--- config.mk ---
export PLATFORM = sky130hd
export DESIGN_NAME = ctlgpio_block
export DESIGN_NICKNAME = d
export VERILOG_FILES = /design/src/rtl/ctlgpio_pkg.sv /design/src/rtl/ctlgpio_decode.sv /design/src/rtl/ctlgpio_ctlregs.sv /design/src/rtl/ctlgpio_port.sv /design/src/rtl/ctlgpio_block.sv
export SDC_FILE = /design/constraint.sdc
export NUM_CORES = 1
export LEC_CHECK = 0
export ABC_AREA = 0
export CORE_ASPECT_RATIO = 1.1
export CORE_MARGIN = 4
export CORE_UTILIZATION = 63
export CTS_BUF_LIST = sky130_fd_sc_hd__clkbuf_2
export DETAILED_ROUTE_END_ITERATION = 10
export PLACE_DENSITY = 0.88
export SLEW_MARGIN = 10
export SYNTH_ARGS = -nofsm -noshare
export SYNTH_HDL_FRONTEND = slang
export SYNTH_SLANG_ARGS = --single-unit
export TNS_END_PERCENT = 30
--- constraint.sdc ---
create_clock -name clk -period 14.6 [get_ports clk]
set_clock_uncertainty 0.15 [all_clocks]
set_input_delay 2.19 -clock clk [delete_from_list [all_inputs] [get_ports clk]]
set_output_delay 2.19 -clock clk [all_outputs]
set_load 0.05 [all_outputs]
--- src/rtl/ctlgpio_pkg.sv ---
package ctlgpio_pkg;
  localparam int unsigned WIN_W  = 6;
  localparam int unsigned NPLAIN = 7;
  localparam int unsigned PWR_IDX = 2;
  localparam int unsigned PWR_TRIG_BIT = 7;
  localparam logic [15:0] PWR_FORCE_MASK = 16'h8040;

  localparam logic [WIN_W-1:0] OFS_STAT = 6'h08;
  localparam logic [WIN_W-1:0] OFS_GDIR = 6'h20;
  localparam logic [WIN_W-1:0] OFS_GLV0 = 6'h24;
  localparam logic [WIN_W-1:0] OFS_GLV1 = 6'h28;

  typedef struct packed {
    logic [NPLAIN-1:0] plain;
    logic              stat;
    logic              dir;
    logic              lvl;
  } dec_t;

  // storage order: mode, card-detect, power, card-control, irq-req, irq-mask, irq-status
  function automatic logic [WIN_W-1:0] plain_ofs(input int unsigned idx);
    case (idx)
      0: plain_ofs = 6'h00;
      1: plain_ofs = 6'h04;
      2: plain_ofs = 6'h0C;
      3: plain_ofs = 6'h10;
      4: plain_ofs = 6'h14;
      5: plain_ofs = 6'h18;
      default: plain_ofs = 6'h1C;
    endcase
  endfunction
endpackage

--- src/rtl/ctlgpio_decode.sv ---
module ctlgpio_decode
  import ctlgpio_pkg::*;
#(
  parameter int unsigned AW = 12
) (
  input  logic [AW-1:0] addr,
  output dec_t          dec
);
  logic [WIN_W-1:0] win;
  assign win = addr[WIN_W-1:0];

  for (genvar i = 0; i < NPLAIN; i++) begin : g_hit
    assign dec.plain[i] = (win == plain_ofs(i));
  end

  assign dec.stat = (win == OFS_STAT);
  assign dec.dir  = (win == OFS_GDIR);
  assign dec.lvl  = (win == OFS_GLV0) || (win == OFS_GLV1);

  logic unused_hi;
  if (AW > WIN_W) begin : g_hi
    assign unused_hi = ^addr[AW-1:WIN_W];
  end else begin : g_nohi
    assign unused_hi = 1'b0;
  end
endmodule

--- src/rtl/ctlgpio_ctlregs.sv ---
module ctlgpio_ctlregs
  import ctlgpio_pkg::*;
#(
  parameter int unsigned DW = 16
) (
  input  logic                       clk,
  input  logic                       rst_n,
  input  logic                       we,
  input  logic [NPLAIN-1:0]          hit,
  input  logic [DW-1:0]              wdata,
  output logic [NPLAIN-1:0][DW-1:0]  regs
);
  localparam logic [DW-1:0] FORCE = DW'(PWR_FORCE_MASK);

  for (genvar i = 0; i < NPLAIN; i++) begin : g_reg
    logic [DW-1:0] q;
    logic [DW-1:0] d;
    logic          en;

    assign en = we && hit[i];

    if (i == PWR_IDX) begin : g_pwr
      always_comb begin
        d = wdata;
        if (wdata[PWR_TRIG_BIT]) d = wdata | FORCE;
      end
    end else begin : g_plain
      always_comb d = wdata;
    end

    always_ff @(posedge clk or negedge rst_n) begin
      if (!rst_n)  q <= '0;
      else if (en) q <= d;
    end

    assign regs[i] = q;
  end
endmodule

--- src/rtl/ctlgpio_port.sv ---
module ctlgpio_port #(
  parameter int unsigned N = 16
) (
  input  logic         clk,
  input  logic         rst_n,
  input  logic         dir_we,
  input  logic         lvl_we,
  input  logic [N-1:0] wdata,
  input  logic [N-1:0] pin_in,
  output logic [N-1:0] dir_q,
  output logic [N-1:0] lvl_q,
  output logic [N-1:0] out_q,
  output logic [N-1:0] chg_q
);
  logic [N-1:0] in_q, in_prev;
  logic [N-1:0] in_evt, lvl_pin, lvl_d, dir_d, drv, out_d, chg_d;
  logic         eval;

  // input stage: one register, then edge-detect against the previous sample
  always_ff @(posedge clk or negedge rst_n) begin
    if (!rst_n) begin
      in_q    <= '0;
      in_prev <= '0;
    end else begin
      in_q    <= pin_in;
      in_prev <= in_q;
    end
  end

  always_comb begin
    in_evt  = in_q ^ in_prev;
    lvl_pin = (lvl_q & ~in_evt) | (in_q & in_evt);
    lvl_d   = lvl_we ? (wdata & dir_q) : lvl_pin;
    dir_d   = dir_we ? wdata : dir_q;
    eval    = dir_we || lvl_we;
    drv     = lvl_d & dir_d;
    out_d   = eval ? drv : out_q;
    chg_d   = eval ? (drv ^ out_q) : '0;
  end

  always_ff @(posedge clk or negedge rst_n) begin
    if (!rst_n) begin
      dir_q <= '0;
      lvl_q <= '0;
      out_q <= '0;
      chg_q <= '0;
    end else begin
      if (dir_we) dir_q <= dir_d;
      lvl_q <= lvl_d;
      if (eval)   out_q <= out_d;
      chg_q <= chg_d;
    end
  end
endmodule

--- src/rtl/ctlgpio_block.sv ---
module ctlgpio_block
  import ctlgpio_pkg::*;
#(
  parameter int unsigned AW         = 12,
  parameter int unsigned BW         = 32,
  parameter int unsigned DW         = 16,
  parameter int unsigned NGPIO      = 16,
  parameter logic [15:0] STATUS_RST = 16'h0002
) (
  input  logic             clk,
  input  logic             rst_n,
  input  logic [AW-1:0]    bus_addr,
  input  logic             bus_we,
  input  logic [BW-1:0]    bus_wdata,
  output logic [DW-1:0]    bus_rdata,
  input  logic [NGPIO-1:0] pin_in,
  output logic [NGPIO-1:0] pin_out,
  output logic [NGPIO-1:0] pin_chg
);
  localparam logic [DW-1:0] STAT_VAL = DW'(STATUS_RST);

  // reset: asserted asynchronously, released on the clock
  logic rst_s1, rst_n_s;
  always_ff @(posedge clk or negedge rst_n) begin
    if (!rst_n) begin
      rst_s1  <= 1'b0;
      rst_n_s <= 1'b0;
    end else begin
      rst_s1  <= 1'b1;
      rst_n_s <= rst_s1;
    end
  end

  logic [DW-1:0] wd;
  assign wd = bus_wdata[DW-1:0];

  logic unused_wd;
  if (BW > DW) begin : g_wd_hi
    assign unused_wd = ^bus_wdata[BW-1:DW];
  end else begin : g_wd_eq
    assign unused_wd = 1'b0;
  end

  dec_t dec;
  ctlgpio_decode #(.AW(AW)) u_dec (
    .addr (bus_addr),
    .dec  (dec)
  );

  logic [NPLAIN-1:0][DW-1:0] regs;
  ctlgpio_ctlregs #(.DW(DW)) u_regs (
    .clk   (clk),
    .rst_n (rst_n_s),
    .we    (bus_we),
    .hit   (dec.plain),
    .wdata (wd),
    .regs  (regs)
  );

  logic [DW-1:0] pwr_q;
  assign pwr_q = regs[PWR_IDX];

  logic [NGPIO-1:0] dir_q, lvl_q;
  ctlgpio_port #(.N(NGPIO)) u_port (
    .clk    (clk),
    .rst_n  (rst_n_s),
    .dir_we (bus_we && dec.dir),
    .lvl_we (bus_we && dec.lvl),
    .wdata  (wd[NGPIO-1:0]),
    .pin_in (pin_in),
    .dir_q  (dir_q),
    .lvl_q  (lvl_q),
    .out_q  (pin_out),
    .chg_q  (pin_chg)
  );

  always_comb begin
    bus_rdata = '0;
    for (int i = 0; i < NPLAIN; i++) begin
      if (dec.plain[i]) bus_rdata = regs[i];
    end
    if (dec.stat) bus_rdata = STAT_VAL;
    if (dec.dir)  bus_rdata = DW'(dir_q);
    if (dec.lvl)  bus_rdata = DW'(lvl_q);
  end
endmodule

# --- Word level (Yosys, flattened, before mapping) ---
# Cells that the tools add are included.
totals:
  regBits: 210
  input_bits: 63
  elab_cells: 59
classes:
  eq_ne: 10
  muxes: 14
  bitwise: 8
  n_reduce_logical: 12
op_table:
  columns: ["operator", "count"]
  rows:
  - ["2-to-1 mux 16 bit", 14]
  - ["AND 16 bit", 4]
  - ["bitwise XOR 16 bit", 2]
  - ["equality test 6 x 5 -> 1 bit (second input constant)", 4]
  - ["equality test 6 bit (second input constant)", 3]
  - ["NOT 16 bit", 1]
  - ["bitwise OR 16 bit", 1]
  - ["equality test 6 x 4 -> 1 bit (second input constant)", 2]
  - ["logical AND 1 bit", 9]
  - ["equality test 6 x 3 -> 1 bit (second input constant)", 1]
  - ["zero test 6 bit", 1]
  - ["logical OR 1 bit", 2]

# --- Logic depth before layout (Yosys ltp) ---
depth:
  depth_word: 11
  ltp_mapped: 9
  mapped_depth_nobuf: 5

# --- Modules after synthesis ---
# A second synthesis with hierarchy kept.
unflattened:
  cells_unflattened: 925
  area_unflattened_um2: 10525.1
modules_own_cells:
  columns: ["mod", "instances", "cells_per_inst", "area_per_inst_um2", "seq_area_each_um2"]
  rows:
  - ["ctlgpio_ctlregs", 1, 244, 4569.4, 2802.7]
  - ["ctlgpio_port", 1, 432, 4266.6, 2402.3]
  - ["ctlgpio_block", 1, 233, 1595.3, 50.0]
  - ["ctlgpio_decode", 1, 16, 93.8, 0.0]

# --- Least setup slack after synthesis ---
# Ideal clock, no wire load.
synth_timing:
  path_type: "input -> output"
  from: "in bus_addr[4]"
  to: "out bus_rdata[1]"
  arrival_time_ns: 4.618
  required_time_ns: 12.260
  setup_slack_ns: 7.642
  stages: 7
  path_cell_list: "buf_2 nor4_2 nand2_1 clkbuf_1 o21ai_0 o221ai_1 a221oi_1"
synth_via:
  elab_chain_len: 11
  elab_cells_between_ends: 22
synth_lines:
  columns: ["item", "line", "source"]
  rows:
  - ["from (decl)", "ctlgpio_block.sv:12", "input logic [AW-1:0] bus_addr,"]
  - ["zero test 6 bit", "ctlgpio_decode.sv:13", "assign dec.plain[i] = (win == plain_ofs(i));"]
  - ["2-to-1 mux 16 bit (7 in a row)", "ctlgpio_block.sv:80", "if (dec.plain[i]) bus_rdata = regs[i];"]
  - ["2-to-1 mux 16 bit", "ctlgpio_block.sv:82", "if (dec.stat) bus_rdata = STAT_VAL;"]
  - ["2-to-1 mux 16 bit", "ctlgpio_block.sv:83", "if (dec.dir) bus_rdata = DW'(dir_q);"]
  - ["2-to-1 mux 16 bit (*)", "ctlgpio_block.sv:84", "if (dec.lvl) bus_rdata = DW'(lvl_q);"]
  - ["to (decl)", "ctlgpio_block.sv:15", "output logic [DW-1:0] bus_rdata,"]
# Mark *: on every way between the ends. The rest lies on a longest branch, timed or not.

# --- Worst setup path after layout ---
layout_timing:
  from: "in bus_addr[2]"
  to: "out bus_rdata[14]"
# Same word-level chain as after synthesis.

==> results.toml <==
[timing]
fmax_mhz = 119.6
finalHoldViolations = 0
drv_slew = 0
worst_pin_slew_ns = 1.217
rsz0062_at_grt = "no"
period_needed_ns = 8.364
fin_crit_sh_pct = 57.29
max-slew-margin-rel_pct = 18.68
finalSetupTns_ns = 0
finalSetupViolCount = 0
hold-worst-slack_ns = 0.2064
timing.final.ws_setup_ns = 6.236

[place]
dp_slack_ns = 6.321
place_hpwl_um = 14380
gp_congestion = 0.8220
io_buffers = 88
dpl_cell_area_um2 = 10620

[clock_tree]
clk_latency_ns = 0.81
cts_buffers = 53
clockBufferDepth = 3
cts_resized = 0
post_cts_buffers = 0
root_buffer = "clkbuf_2"
clkTransAtPathRegs_ns = 0.11
clkSinkCount = 210
cts_max_level = 2
cts_tree = "yes"
cts_hold_buffers = 0

[die]
num_rows = 47
start_util_pct = 64.28
core-area_um2 = 15110
chipHeight_um = 138.2
design.die.area_um2 = 17470
design.portCount = 111
die_x_um = 126.4

[global_route]
grt.overflow.total = 0
grt_pass1_vias = 7744
grt_usage_pct = 27.08
grt_pass1_wl_um = 38770
grt_max_degree = 80
antenna_found_initial = 0

[critical_path]
critPathCaptureType = "primary output"
cp_slowest_cell = "and2_0"
r2r_start = "rst_n_s"
path_cells = "clkdlybuf4s50_1, buf_4, nor4_2, and2_0, a2bb2oi_1, a2111oi_0, o32a_1, clkdlybuf4s50_1"
worst-path-buf-inv = 3
startpoint = "bus_addr[2]"
slowest_delay_ns = 0.85
required_ns = 12.26
rr_endpoint = "u_regs.g_reg[6].q[1]"
cp_max_fo = 51
path_class = "in2out"
cp_data_arrival_time_ns = 6.02
critPathTopFamily = "buffers and inverters"
r2r_cells = 2
start_kind = "input pin"
cp_common_cell = "clkdlybuf4s50_1"
rrSetupSlack_ns = 11.70

[min_path]
worstHoldStart = "rst_s1"
hold_class = "reg2reg"
holdPathEnd = "rst_n_s"
worstHoldPathCells = 0

[yosys]
synthesis.nets = 949
synthDominantCellAreaShare_pct = 54.10
synth_area_leader_cell = "dfrtp_1"
ys_seq_area_share_pct = 54.10
ys.warnings.count = 0
synth.distinct_cells = 52
syn_area_um2 = 9714
synthTopCellsByArea = "dfrtp_1, mux2_2, o21ai_0"
synth-seq-cells = 210
syn-mean-instance-area_um2 = 10.96
synthCells = 886
synth-edff-count = 0
synthArstFlopShare_pct = 100.0
ys.flop_type = "dfrtp_1"

[routing]
final_antenna_net_count = 0
wl_per_cell_um = 19.61
drc = 0
drt-vias-per-instance = 6.321
drt-initial-drc-count = 568
wirelength_um = 23550
vias = 7591
drt-pass1-iter-count = 7

[cells_and_area]
fin_nets = 1032
areaGrowthSynthToFinish_pct = 14.17
drive_gt1_share_pct = 21.59
antenna_cells = 0
n_fill_cell = 1016
design_area_um2 = 11090

[power_and_ir_drop]
ir_drop_v = 0.00008194
pwr_density_cell_nw_per_um2 = 114.3
leakagePower_nw = 4.998

[outcome]
outcome = "finished clean"

[run]
cap_violations = 0
-- cell families after synthesis --
group           count (synthesis)  synth area share (%)
flops                         210                 54.10
other cells                     1               0.03860
simple gates                  198                 9.505
mux                           125                 14.28
compound gates                276                 18.62
buf+inv                        74                 3.271
xor+xnor                        2                0.1804
-- per-stage QoR --
step,cells,power [mW],util (%)
after floorplan,886,0.8256,-
after global placement,1110,0.8749,70.26
after detailed placement,1110,0.8853,70.26
after CTS,1201,1.276,73.38
after global routing,1201,1.334,73.38
final,1201,1.268,73.38
-- Yosys cell counts, types with 2 or more instances --
| cell type | n |
|---|---|
| nand2b_1 | 2 |
| a22oi_1 | 14 |
| o32ai_1 | 2 |
| mux2_2 | 109 |
| and3_1 | 2 |
| a2bb2oi_1 | 13 |
| a22o_1 | 17 |
| dfrtp_1 | 210 |
| nand3b_1 | 12 |
| buf_2 | 17 |
| nor2b_1 | 2 |
| nand3_1 | 19 |
| o2bb2ai_1 | 9 |
| o21ai_1 | 8 |
| a221oi_1 | 3 |
| a311oi_1 | 15 |
| o21ba_1 | 12 |
| o32a_1 | 2 |
| nor2_1 | 42 |
| nor3_1 | 2 |
| o21ba_2 | 3 |
| or2_2 | 2 |
| or3_1 | 3 |
| mux2i_1 | 16 |
| clkbuf_1 | 47 |
| a21oi_1 | 33 |
| nand2_1 | 100 |
| inv_1 | 5 |
| buf_4 | 3 |
| xnor2_1 | 2 |
| o21a_1 | 26 |
| nand4b_1 | 2 |
| nor4_2 | 2 |
| o21ai_0 | 112 |
-- report_power, final --
| group | internal, mW | switching [mW] |
|---|---|---|
| sequential | 0.644 | 0.0464 |
| combinational | 0.0874 | 0.0979 |
| clock | 0.165 | 0.227 |
| total | 0.896 | 0.372 |
-- worst register-to-register path: cells and delay by family (launching register included) --
kind,cells,cell delay [ns]
buffers and inverters,2,1.60
flip-flops,1,1.10
-- state kept, by name, indices dropped and copies added, names as in the netlist --
signal,cells
u_port.chg_q,16
u_port.out_q,16
u_port.lvl_q,16
u_port.in_prev,16
rst_n_s,1
rst_s1,1
u_port.in_q,16
u_regs.g.q,112
u_port.dir_q,16
-- worst max path at each step --
stage,endpoint,slack [ns],cells past startpoint
floorplan,bus_rdata[1],7.64,7
global placement,bus_rdata[14],6.35,8
detailed placement,bus_rdata[14],6.32,8
CTS,bus_rdata[14],6.27,8
global route,bus_rdata[14],5.99,8
finish,bus_rdata[14],6.24,8
-- final cells by class --
type                       count  area (um2)  share of cell area (%)
clock buffer                  83       415.4                   3.745
clock inverter                 8       56.30                  0.5077
inverter                       5       18.77                  0.1692
multi-input combinational    602        4153                   37.44
sequential                   210        5259                   47.42
tap                          196       245.2                   2.211
timing repair buffer          97       943.4                   8.506
-- routing by layer --
metal / GRT usage, % / up-vias / routed length (um)
met1: 35.30 / 3752 / 9481
met5: 0 / - / 0
met4: 9.938 / 0 / 634
li1: - / 3419 / -
met2: 44.62 / 356 / 11660
met3: 6.096 / 64 / 1774
-- cell usage in the layout (no fill, tap or decap), drive strengths merged, types with 16 or more instances in the layout --
master	netlist	layout
a21oi	33	33
a22o	17	17
clkbuf	47	83
clkdlybuf4s50	0	87
dfrtp	210	210
mux2	109	109
mux2i	16	16
nand2	100	100
nand3	19	19
nor2	42	42
o21a	26	26
o21ai	120	120
Note: power is estimated with default switching activity, not from simulation.
